`config.mk`:
```
export PLATFORM = sky130hd
export DESIGN_NAME = pit_timer
export DESIGN_NICKNAME = d
export VERILOG_FILES = /design/src/rtl/pit_pkg.sv /design/src/rtl/pit_host_dec.sv /design/src/rtl/pit_channel.sv /design/src/rtl/pit_timer.sv
export SDC_FILE = /design/constraint.sdc
export NUM_CORES = 1
export LEC_CHECK = 0
export ABC_AREA = 1
export ABC_CLOCK_PERIOD_IN_PS = 5600
export CORE_ASPECT_RATIO = 0.6
export CORE_MARGIN = 2
export CORE_UTILIZATION = 65
export DETAILED_ROUTE_END_ITERATION = 10
export PLACE_DENSITY = 0.82
export SYNTH_ARGS = -nofsm -noshare
export SYNTH_HDL_FRONTEND = slang
export SYNTH_HIERARCHICAL = 1
export SYNTH_SLANG_ARGS = --single-unit
```
`constraint.sdc`:
```
create_clock -name clk -period 5.6 [get_ports clk]
set_input_delay 1.12 -clock clk [delete_from_list [all_inputs] [get_ports clk]]
set_output_delay 1.12 -clock clk [all_outputs]
set_load 0.005 [all_outputs]
```
`src/rtl/pit_pkg.sv`:
```
package pit_pkg;

    localparam int SEL_W = 2;

    // byte access field of a control byte
    typedef enum logic [1:0] {
        ACC_CAPTURE = 2'd0,
        ACC_LO      = 2'd1,
        ACC_HI      = 2'd2,
        ACC_LOHI    = 2'd3
    } acc_e;

    // counting behaviour after decode
    typedef enum logic [1:0] {
        OP_TERM = 2'd0,
        OP_RATE = 2'd1,
        OP_IDLE = 2'd2
    } op_e;

    function automatic op_e op_decode(input logic [2:0] code);
        case (code)
            3'd0:       return OP_TERM;
            3'd2, 3'd6: return OP_RATE;
            default:    return OP_IDLE;
        endcase
    endfunction

endpackage

```
`src/rtl/pit_host_dec.sv`:
```
module pit_host_dec
    import pit_pkg::*;
#(
    parameter int N_CH   = 3,
    parameter int ADDR_W = 2
) (
    input  logic              wr_en,
    input  logic              rd_en,
    input  logic [ADDR_W-1:0] addr,
    input  logic [7:1]        cw,
    output logic [N_CH-1:0]   mode_we,
    output logic [N_CH-1:0]   cap_we,
    output logic [N_CH-1:0]   dat_we,
    output logic [N_CH-1:0]   dat_re,
    output acc_e              cw_acc,
    output op_e               cw_op
);
    localparam logic [ADDR_W-1:0] CTRL_ADDR = ADDR_W'(N_CH);

    logic ctrl_hit;
    assign ctrl_hit = wr_en && (addr == CTRL_ADDR);
    assign cw_acc   = acc_e'(cw[5:4]);
    assign cw_op    = op_decode(cw[3:1]);

    for (genvar i = 0; i < N_CH; i++) begin : g_dec
        logic sel_hit;
        assign sel_hit    = ctrl_hit && (cw[7:6] == SEL_W'(i));
        assign mode_we[i] = sel_hit && (cw_acc != ACC_CAPTURE);
        assign cap_we[i]  = sel_hit && (cw_acc == ACC_CAPTURE);
        assign dat_we[i]  = wr_en && (addr == ADDR_W'(i));
        assign dat_re[i]  = rd_en && (addr == ADDR_W'(i));
    end
endmodule

```
`src/rtl/pit_channel.sv`:
```
module pit_channel
    import pit_pkg::*;
#(
    parameter int BYTE_W = 8,
    localparam int CNT_W = 2 * BYTE_W
) (
    input  logic              clk,
    input  logic              rst,
    input  logic              mode_we,
    input  logic              cap_we,
    input  acc_e              cw_acc,
    input  op_e               cw_op,
    input  logic              dat_we,
    input  logic              dat_re,
    input  logic [BYTE_W-1:0] wdata,
    input  logic              tick_en,
    input  logic              gate,
    output logic [BYTE_W-1:0] rd_byte,
    output logic              out_lvl,
    output logic              out_chg,
    output logic [CNT_W-1:0]  cnt_obs,
    output op_e               op_obs,
    output logic              hold_obs,
    output logic              step_obs
);
    acc_e             acc_q;
    op_e              op_q;
    logic             tog_q, hold_q, out_q, chg_q;
    logic [CNT_W-1:0] cnt_q, rel_q, lat_q;

    logic [CNT_W-1:0] rel_d, cnt_step;
    logic             tog_d, load_done, step, out_step, out_d;

    // byte-wise reload assembly and the shared byte order
    always_comb begin
        rel_d     = rel_q;
        tog_d     = tog_q;
        load_done = 1'b0;
        if (dat_we) begin
            case (acc_q)
                ACC_LO: begin
                    rel_d[BYTE_W-1:0] = wdata;
                    load_done         = 1'b1;
                end
                ACC_HI: begin
                    rel_d[CNT_W-1:BYTE_W] = wdata;
                    load_done             = 1'b1;
                end
                default: begin
                    if (!tog_q) begin
                        rel_d[BYTE_W-1:0] = wdata;
                        tog_d             = 1'b1;
                    end else begin
                        rel_d[CNT_W-1:BYTE_W] = wdata;
                        tog_d                 = 1'b0;
                        load_done             = 1'b1;
                    end
                end
            endcase
        end else if (dat_re && acc_q == ACC_LOHI) begin
            tog_d = !tog_q;
        end
    end

    assign step = tick_en && !gate && !hold_q && (op_q != OP_IDLE)
                  && !mode_we && !load_done;

    // one count step for the active behaviour
    always_comb begin
        out_step = out_q;
        if (op_q == OP_TERM) begin
            cnt_step = cnt_q - CNT_W'(1);
            if (cnt_q == CNT_W'(1)) out_step = 1'b1;
        end else begin
            cnt_step = (cnt_q == CNT_W'(1)) ? rel_q : cnt_q - CNT_W'(1);
            out_step = (cnt_step != CNT_W'(1));
        end
    end

    always_comb begin
        out_d = out_q;
        if (mode_we)   out_d = (cw_op != OP_TERM);
        else if (step) out_d = out_step;
    end

    always_ff @(posedge clk) begin
        if (rst) begin
            acc_q  <= ACC_LOHI;
            op_q   <= OP_TERM;
            tog_q  <= 1'b0;
            hold_q <= 1'b1;
            out_q  <= 1'b0;
            chg_q  <= 1'b0;
            cnt_q  <= '0;
            rel_q  <= '0;
            lat_q  <= '0;
        end else begin
            out_q <= out_d;
            chg_q <= (out_d != out_q);
            if (cap_we) lat_q <= cnt_q;
            if (mode_we) begin
                acc_q  <= cw_acc;
                op_q   <= cw_op;
                tog_q  <= 1'b0;
                hold_q <= 1'b1;
            end else begin
                tog_q <= tog_d;
                rel_q <= rel_d;
                if (load_done) begin
                    hold_q <= 1'b0;
                    cnt_q  <= rel_d;
                end else if (step) begin
                    cnt_q <= cnt_step;
                end
            end
        end
    end

    always_comb begin
        case (acc_q)
            ACC_HI:   rd_byte = lat_q[CNT_W-1:BYTE_W];
            ACC_LOHI: rd_byte = tog_q ? lat_q[CNT_W-1:BYTE_W] : lat_q[BYTE_W-1:0];
            default:  rd_byte = lat_q[BYTE_W-1:0];
        endcase
    end

    assign out_lvl  = out_q;
    assign out_chg  = chg_q;
    assign cnt_obs  = cnt_q;
    assign op_obs   = op_q;
    assign hold_obs = hold_q;
    assign step_obs = step;
endmodule

```
`src/rtl/pit_timer.sv`:
```
module pit_timer
    import pit_pkg::*;
#(
    parameter int N_CH   = 3,
    parameter int BYTE_W = 8,
    parameter int ADDR_W = 2
) (
    input  logic              clk,
    input  logic              rst,
    input  logic              wr_en,
    input  logic              rd_en,
    input  logic [ADDR_W-1:0] addr,
    input  logic [BYTE_W-1:0] wr_data,
    output logic [BYTE_W-1:0] rd_data,
    input  logic              tick_en,
    input  logic [N_CH-1:0]   gate,
    output logic [N_CH-1:0]   tmr_out,
    output logic [N_CH-1:0]   chg_pulse
);
    localparam int CNT_W = 2 * BYTE_W;

    logic [N_CH-1:0]             mode_we, cap_we, dat_we, dat_re;
    acc_e                        cw_acc;
    op_e                         cw_op;
    logic [N_CH-1:0][BYTE_W-1:0] rd_byte;
    logic [N_CH-1:0][CNT_W-1:0]  cnt_obs;
    logic [N_CH-1:0]             is_term, is_rate, hold_obs, step_obs;

    pit_host_dec #(.N_CH(N_CH), .ADDR_W(ADDR_W)) u_dec (
        .wr_en   (wr_en),
        .rd_en   (rd_en),
        .addr    (addr),
        .cw      (wr_data[7:1]),
        .mode_we (mode_we),
        .cap_we  (cap_we),
        .dat_we  (dat_we),
        .dat_re  (dat_re),
        .cw_acc  (cw_acc),
        .cw_op   (cw_op)
    );

    for (genvar i = 0; i < N_CH; i++) begin : g_ch
        op_e op_i;
        pit_channel #(.BYTE_W(BYTE_W)) u_ch (
            .clk      (clk),
            .rst      (rst),
            .mode_we  (mode_we[i]),
            .cap_we   (cap_we[i]),
            .cw_acc   (cw_acc),
            .cw_op    (cw_op),
            .dat_we   (dat_we[i]),
            .dat_re   (dat_re[i]),
            .wdata    (wr_data),
            .tick_en  (tick_en),
            .gate     (gate[i]),
            .rd_byte  (rd_byte[i]),
            .out_lvl  (tmr_out[i]),
            .out_chg  (chg_pulse[i]),
            .cnt_obs  (cnt_obs[i]),
            .op_obs   (op_i),
            .hold_obs (hold_obs[i]),
            .step_obs (step_obs[i])
        );
        assign is_term[i] = (op_i == OP_TERM);
        assign is_rate[i] = (op_i == OP_RATE);
    end

    always_ff @(posedge clk) begin
        if (rst) begin
            rd_data <= '0;
        end else if (rd_en) begin
            for (int i = 0; i < N_CH; i++) begin
                if (addr == ADDR_W'(i)) rd_data <= rd_byte[i];
            end
        end
    end
endmodule

```
After elaboration in Yosys (flattened, before gate mapping)
Cells that the tools add are included.
W data, S select, Z words.
Cells by class
  equal/unequal tests: 31
  muxes and demuxes: 70
  reduce and logical (&&, ||, !) cells: 79
  bitwise operators: 3
  $add $sub $neg: 3
Operator list (count)
  $mux W16: 15
  $pmux W8 S2: 9
  $mux W8: 12
  $eq A16 B1 Y1 const B: 3
  $ne A16 B1 Y1 const B: 3
  $sub A16 B1 Y16 const B: 3
  $logic_and A1 B1 Y1: 34
  $mux W1: 33
  $eq A2 B2 Y1 const B: 9
  $reduce_bool A2 Y1: 8
  $logic_not A1 Y1: 15
  $reduce_and A2 Y1: 7
  $reduce_or A2 Y1: 7
  $logic_not A2 Y1: 6
  $ne A2 B2 Y1 const B: 6
  $eq A2 B1 Y1 const B: 5
  $pmux W2 S2: 1
  $eq A3 B2 Y1 const B: 1
  $eq A3 B3 Y1 const B: 1
  $logic_not A3 Y1: 1
  $ne A1 B1 Y1: 3
  $not A1 Y1: 3
  $reduce_bool A3 Y1: 1
Word-level totals
  bits in registers: 176
  word-level logic and storage cells: 214

Longest topological paths before layout
  word-level depth: 10
  mapped depth: 18
  depth with buffers taken out: 18

Cells and area by module
Netlist, hierarchy kept.
By module, submodules not included
  pit_channel (g_ch[1].u_ch): cells each 534, area each 3442.1 µm², seq. area each 1121.1 µm², times used 1
  pit_channel (g_ch[0].u_ch): cells each 526, area each 3439.5 µm², seq. area each 1121.1 µm², times used 1
  pit_channel (g_ch[2].u_ch): cells each 525, area each 3434.5 µm², seq. area each 1121.1 µm², times used 1
  pit_timer: cells each 114, area each 654.4 µm², seq. area each 160.2 µm², times used 1
  pit_host_dec: cells each 34, area each 145.1 µm², seq. area each 0.0 µm², times used 1

Least setup slack after synthesis
OpenSTA, ideal clock, no wires.
  path kind: input to register
  from: input port wr_data[5]
  to: register g_ch[1].u_ch.chg_q
  data arrival time: 2.459 ns
  path slack: 3.026 ns
  stages: 16
  library setup time: 0.115 ns
  path through: nor2_1 > nor2_1 > inv_1 > nand2_1 > nand2_1 > nand3_1 > nor2_1 > nand3_1 > nor2_1 > nand2_1 > nor2_1 > nand3_1 > nand3_2 > nand3_1 > nand2_1 > nor2_1
Between the ends
  word-level cells in the longest chain between the ends: 8
RTL lines
  start: declaration: RTL line pit_timer.sv:13  | input logic [BYTE_W-1:0] wr_data,
  $reduce_bool A2 Y1 *: RTL line pit_host_dec.sv:28  | assign mode_we[i] = sel_hit && (cw_acc != ACC_CAPTURE);
  $logic_and A1 B1 Y1 *: RTL line pit_host_dec.sv:28
  via mode_we[1]: RTL line pit_timer.sv:22  | logic [N_CH-1:0] mode_we, cap_we, dat_we, dat_re;
  $logic_not A1 Y1: RTL line pit_channel.sv:66  | && !mode_we && !load_done;
  $logic_and A1 B1 Y1 (2 in series): RTL line pit_channel.sv:66
  $mux W1: RTL line pit_channel.sv:83  | else if (step) out_d = out_step;
  $mux W1 *: RTL line pit_channel.sv:82  | if (mode_we) out_d = (cw_op != OP_TERM);
  $ne A1 B1 Y1 *: RTL line pit_channel.sv:99  | chg_q <= (out_d != out_q);
  end signal: assignment: RTL line pit_channel.sv:99
  end: declaration: RTL line pit_channel.sv:28  | logic tog_q, hold_q, out_q, chg_q;
The timed path passes the listed nets; every way through them passes the cells marked *.
A chain may end at the register's enable or synchronous reset.

Worst setup path after layout
  from: input port addr[1]
  to: register g_ch[2].u_ch.cnt_q[9]
RTL lines
  start: declaration: RTL line pit_timer.sv:12  | input logic [ADDR_W-1:0] addr,
  $eq A2 B2 Y1 *: RTL line pit_host_dec.sv:30  | assign dat_we[i] = wr_en && (addr == ADDR_W'(i));
  $logic_and A1 B1 Y1 *: RTL line pit_host_dec.sv:30
  via dat_we[2]: RTL line pit_timer.sv:22
  $mux W1: RTL line pit_channel.sv:39  | if (dat_we) begin
  $logic_not A1 Y1: RTL line pit_channel.sv:66
  $logic_and A1 B1 Y1: RTL line pit_channel.sv:66
  $reduce_bool A2 Y1 (no line)
  $reduce_and A2 Y1 (no line)
  end signal: assignment: RTL line pit_channel.sv:111  | cnt_q <= rel_d;
  end signal: assignment: RTL line pit_channel.sv:113  | cnt_q <= cnt_step;
  end: declaration: RTL line pit_channel.sv:29  | logic [CNT_W-1:0] cnt_q, rel_q, lat_q;
Marks and branches as above.

==> reports/qor.txt <==
=======================================================================================
Run status                                                                    completed
DR pass1 iterations                                                                   8
TritonCTS clock tree                                                                yes
Total clock buffers created by CTS                                                   17
Starting utilization of the core area                                            67.43%
Std-Cell Rows                                                                        36
Tightest slew margin relative to the limit                                       19.01%
Primary FF master, synth                                                   sky130_fd_sc_hd__dfxtp_1
Dominant cell type by area after synthesis                                 sky130_fd_sc_hd__dfxtp_1
Total global routing track utilization                                           40.61%
Flip-flop and latch count after synthesis                                           176
Pre-CTS setup slack                                                            1.001 ns
P_leak                                                                         5.527 nW
Share of synthesized flip-flops with an asynchronous set or reset                    0%
Ranking of synthesized cells by instance count                             335 x sky130_fd_sc_hd__nand2_1, 293 x sky130_fd_sc_hd__inv_1, 176 x sky130_fd_sc_hd__dfxtp_1, 174 x sky130_fd_sc_hd__o21ai_0, 168 x sky130_fd_sc_hd__a21oi_1
Worst path bufs/invs                                                                  4
Horizontal die dimension                                                       172.8 um
Number of violations reported at the end of detailed-routing iteration 0           2015
Core outline area                                                            16490 um^2
Area growth from synthesis to layout                                             8.307%
Share of synthesized area occupied by flip-flops and latches                     31.70%
Final number of setup-violating endpoints                                             0
Crit. path cell count                                                                10
Area fraction of the dominant cell type after synthesis                          31.70%
Number of hold buffers added after cts                                                0
Type of origin of the critical path                                           input pin
Worst path top cell family by delay                                        buffers and inverters
Average wire length per cell after detail routing                              18.98 um
Synthesis warning total                                                               6
Setup slack after layout                                                       1.224 ns
Via count                                                                         12040
Util after Layout                                                                73.03%
Setup slack of the worst register-to-register path                              2.36 ns
Crit path top cell by count                                                sky130_fd_sc_hd__nand2_1
Overall routed net length                                                      37320 um
Skew final                                                                   0.01500 ns
Shortest period the worst path allows                                          4.376 ns
Clock-pin slew on the worst setup and hold paths                                0.07 ns
Cell Area, Synth                                                             11120 um^2
Number of H-tree levels                                                               4
Number of flops mapped to enable cells by yosys                                       0
TritonCTS sink count                                                                176
Buffers on Ports                                                                     31
Category of the critical setup timing path                                       in2reg
Area enclosed by the die boundary                                            18200 um^2
Global route total overflow                                                           0
Fill cell instance count of the final layout                                       1407
Worst path cell trace                                                      clkdlybuf4s50_1 > nand2_2 > nor2_1 > o21ai_1 > buf_4 > inv_1 > nand2_1 > nand2_1 > clkinv_1 > a221oi_1
Launch point of the worst hold path                                        g_ch[2].u_ch/hold_obs
Root buffer cell                                                           sky130_fd_sc_hd__clkbuf_16
Max IR drop VDD                                                               0.2806 mV
Wire length of the first global-routing pass                                   57310 um
Number of buffers between clock root and the deepest sink                             2
Antenna violation net count after detailed routing                                    0
Hold Crit Class                                                                 reg2reg
Post-layout total power                                                        3.286 mW
Critical path destination                                                  g_ch[2].u_ch/cnt_obs[9]
Gpl congestion                                                                    1.058
Largest stage delay on the critical path                                        0.69 ns
Highest fanout seen on the critical path                                             23
Synthesized Nets                                                                   1766
DPL Wire Length                                                                27980 um
Main area contributors after synthesis                                     sky130_fd_sc_hd__dfxtp_1 32%, sky130_fd_sc_hd__nand2_1 11%, sky130_fd_sc_hd__inv_1 9.9%
Max-slew violations                                                                   0
Final Cycle Share                                                                78.15%
Vias in the first global route                                                    10291
Total negative setup slack                                                         0 ns
Vertical die dimension                                                         105.3 um
R2R Path Start                                                             g_ch[0].u_ch/acc_q[0]
Ratio of total power to cell area                                          273.0 nW/um^2
Kind of end point of the critical path                                         register
Final count of hold timing violations                                                 0
Slowest library cell on the worst path                                     sky130_fd_sc_hd__clkdlybuf4s50_1
Largest net degree at the start of global routing                                    46
# diodes                                                                              0
Count of instances resized after the clock tree is built                              0
Most common cell in the netlist                                            sky130_fd_sc_hd__nand2_1
Number of distinct standard cells referenced by the synthesized netlist              34
R2R cell count                                                                       10
Highest clock frequency the design can meet                                   228.5 MHz
Setup repair bufs after CTS                                                           0
Count of boundary I/O pins                                                           32
Syn avg cell area                                                            6.414 um^2
Final #Nets                                                                        1759
Slew at the pin closest to its max-slew limit                                  1.215 ns
Proportion of layout cells with a drive suffix above 1                           8.166%
Max-capacitance violation count                                                       0
Number of design rule violations left after detail routing                            0
Critical Path AT                                                                4.70 ns
Cells after Synth                                                                  1733
Reg-to-reg critical path endpoint                                          g_ch[0].u_ch/cnt_obs[7]
Required time of the critical path                                              5.92 ns
Critical path origin                                                            addr[1]
Worst hold slack                                                              0.4598 ns
Insertion delay to the later sink of the worst-skew pair                        0.45 ns
Per-cell via count in the routed design                                           6.121
Setup repair after global routing missed its margin                                  no
Initial antenna violation count                                                       0
=======================================================================================
[layout make-up]
class	count	area (um^2)	area share, %
Multi-Input combinational cell	1184	6105	50.71
Sequential cell	176	3523	29.27
Inverter	300	1126	9.354
Clock buffer	17	425.4	3.534
Timing Repair Buffer	47	425.4	3.534
Tap cell	228	285.3	2.370
Clock inverter	15	148.9	1.237
[worst min-delay path by stage]
| stage | end | depth (start not counted) |
|---|---|---|
| floorplan | g_ch[0].u_ch/hold_obs | 2 |
| global placement | g_ch[2].u_ch/hold_obs | 2 |
| detailed placement | g_ch[2].u_ch/hold_obs | 2 |
| CTS | g_ch[2].u_ch/hold_obs | 2 |
| global route | g_ch[2].u_ch/hold_obs | 2 |
| finish | g_ch[2].u_ch/hold_obs | 2 |
[layout by cell type, fill, tap and decap left out, drive strengths merged, types with 2 or more instances in the layout]
cell type / instances
o211ai: 25
clkinvlp: 3
nand2: 361
a21oi: 178
dfxtp: 176
nor3b: 3
buf: 17
o21bai: 3
o221ai: 2
a31oi: 12
o21ai: 190
o22ai: 75
clkbuf: 17
clkdlybuf4s50: 30
inv: 306
nand3: 127
nor2: 160
ha: 15
xor2: 11
clkinv: 5
a221oi: 18
nor3: 4
[routing by layer]
layer  vias up  GRT usage [%]  routed length (um)  part of all wire (%)
li1       5671              -                   -                     -
met1      5471          60.10               16500                    44
met2       823          53.63               14300                    38
met3        73          16.38                5772                    15
met4         2          9.746                 670                   1.8
met5         -          3.056                  74                  0.20
[where the power goes]
part | switching, mW | internal, mW | leakage, nW
Combinational | 0.527 | 0.245 | 3.82
Clock | 0.562 | 0.627 | 0.277
Sequential | 0.0380 | 1.29 | 1.43
[through the flow]
step | cell area (um^2) | cells
2_1_floorplan | 11120 | 1733
4_1_cts | 12040 | 1967
3_3_place_gp | 11460 | 1935
5_1_grt | 12040 | 1967
6_report | 12040 | 1967
3_5_place_dp | 11460 | 1935
[registers in the layout (all words and copies together), names as in the netlist]
| name | flops |
|---|---|
| g_ch.u_ch/lat_q | 48 |
| g_ch.u_ch/cnt_obs | 48 |
| g_ch.u_ch/hold_obs | 3 |
| g_ch.u_ch/rel_q | 48 |
| g_ch.u_ch/acc_q | 6 |
| rd_data | 8 |
| g_ch.u_ch/out_chg | 3 |
| g_ch.u_ch/op_obs | 6 |
| g_ch.u_ch/tog_q | 3 |
| g_ch.u_ch/out_lvl | 3 |
[worst register-to-register path: stages, from the launching register on]
cell	delay [ns]
sky130_fd_sc_hd__dfxtp_1	0.37
sky130_fd_sc_hd__inv_1	0.07
sky130_fd_sc_hd__ha_1	0.34
sky130_fd_sc_hd__inv_1	0.12
sky130_fd_sc_hd__o21ai_2	0.07
sky130_fd_sc_hd__buf_4	0.22
sky130_fd_sc_hd__inv_1	0.36
sky130_fd_sc_hd__nand2_1	0.10
sky130_fd_sc_hd__nand2_1	0.34
sky130_fd_sc_hd__clkinv_1	0.60
sky130_fd_sc_hd__a221oi_1	0.53
[cells by family (layout without fill, tap and decap cells)]
logic type      after synthesis  count (layout)  synth area share [%]
compound gates              503             503                 25.34
xor+xnor                     11              11                0.8667
fa+ha+maj                    15              15                 1.688
buf+inv                     373             379                 13.48
flops                       176             176                 31.70
simple gates                655             655                 26.92
(Power assumes the default switching activity.)
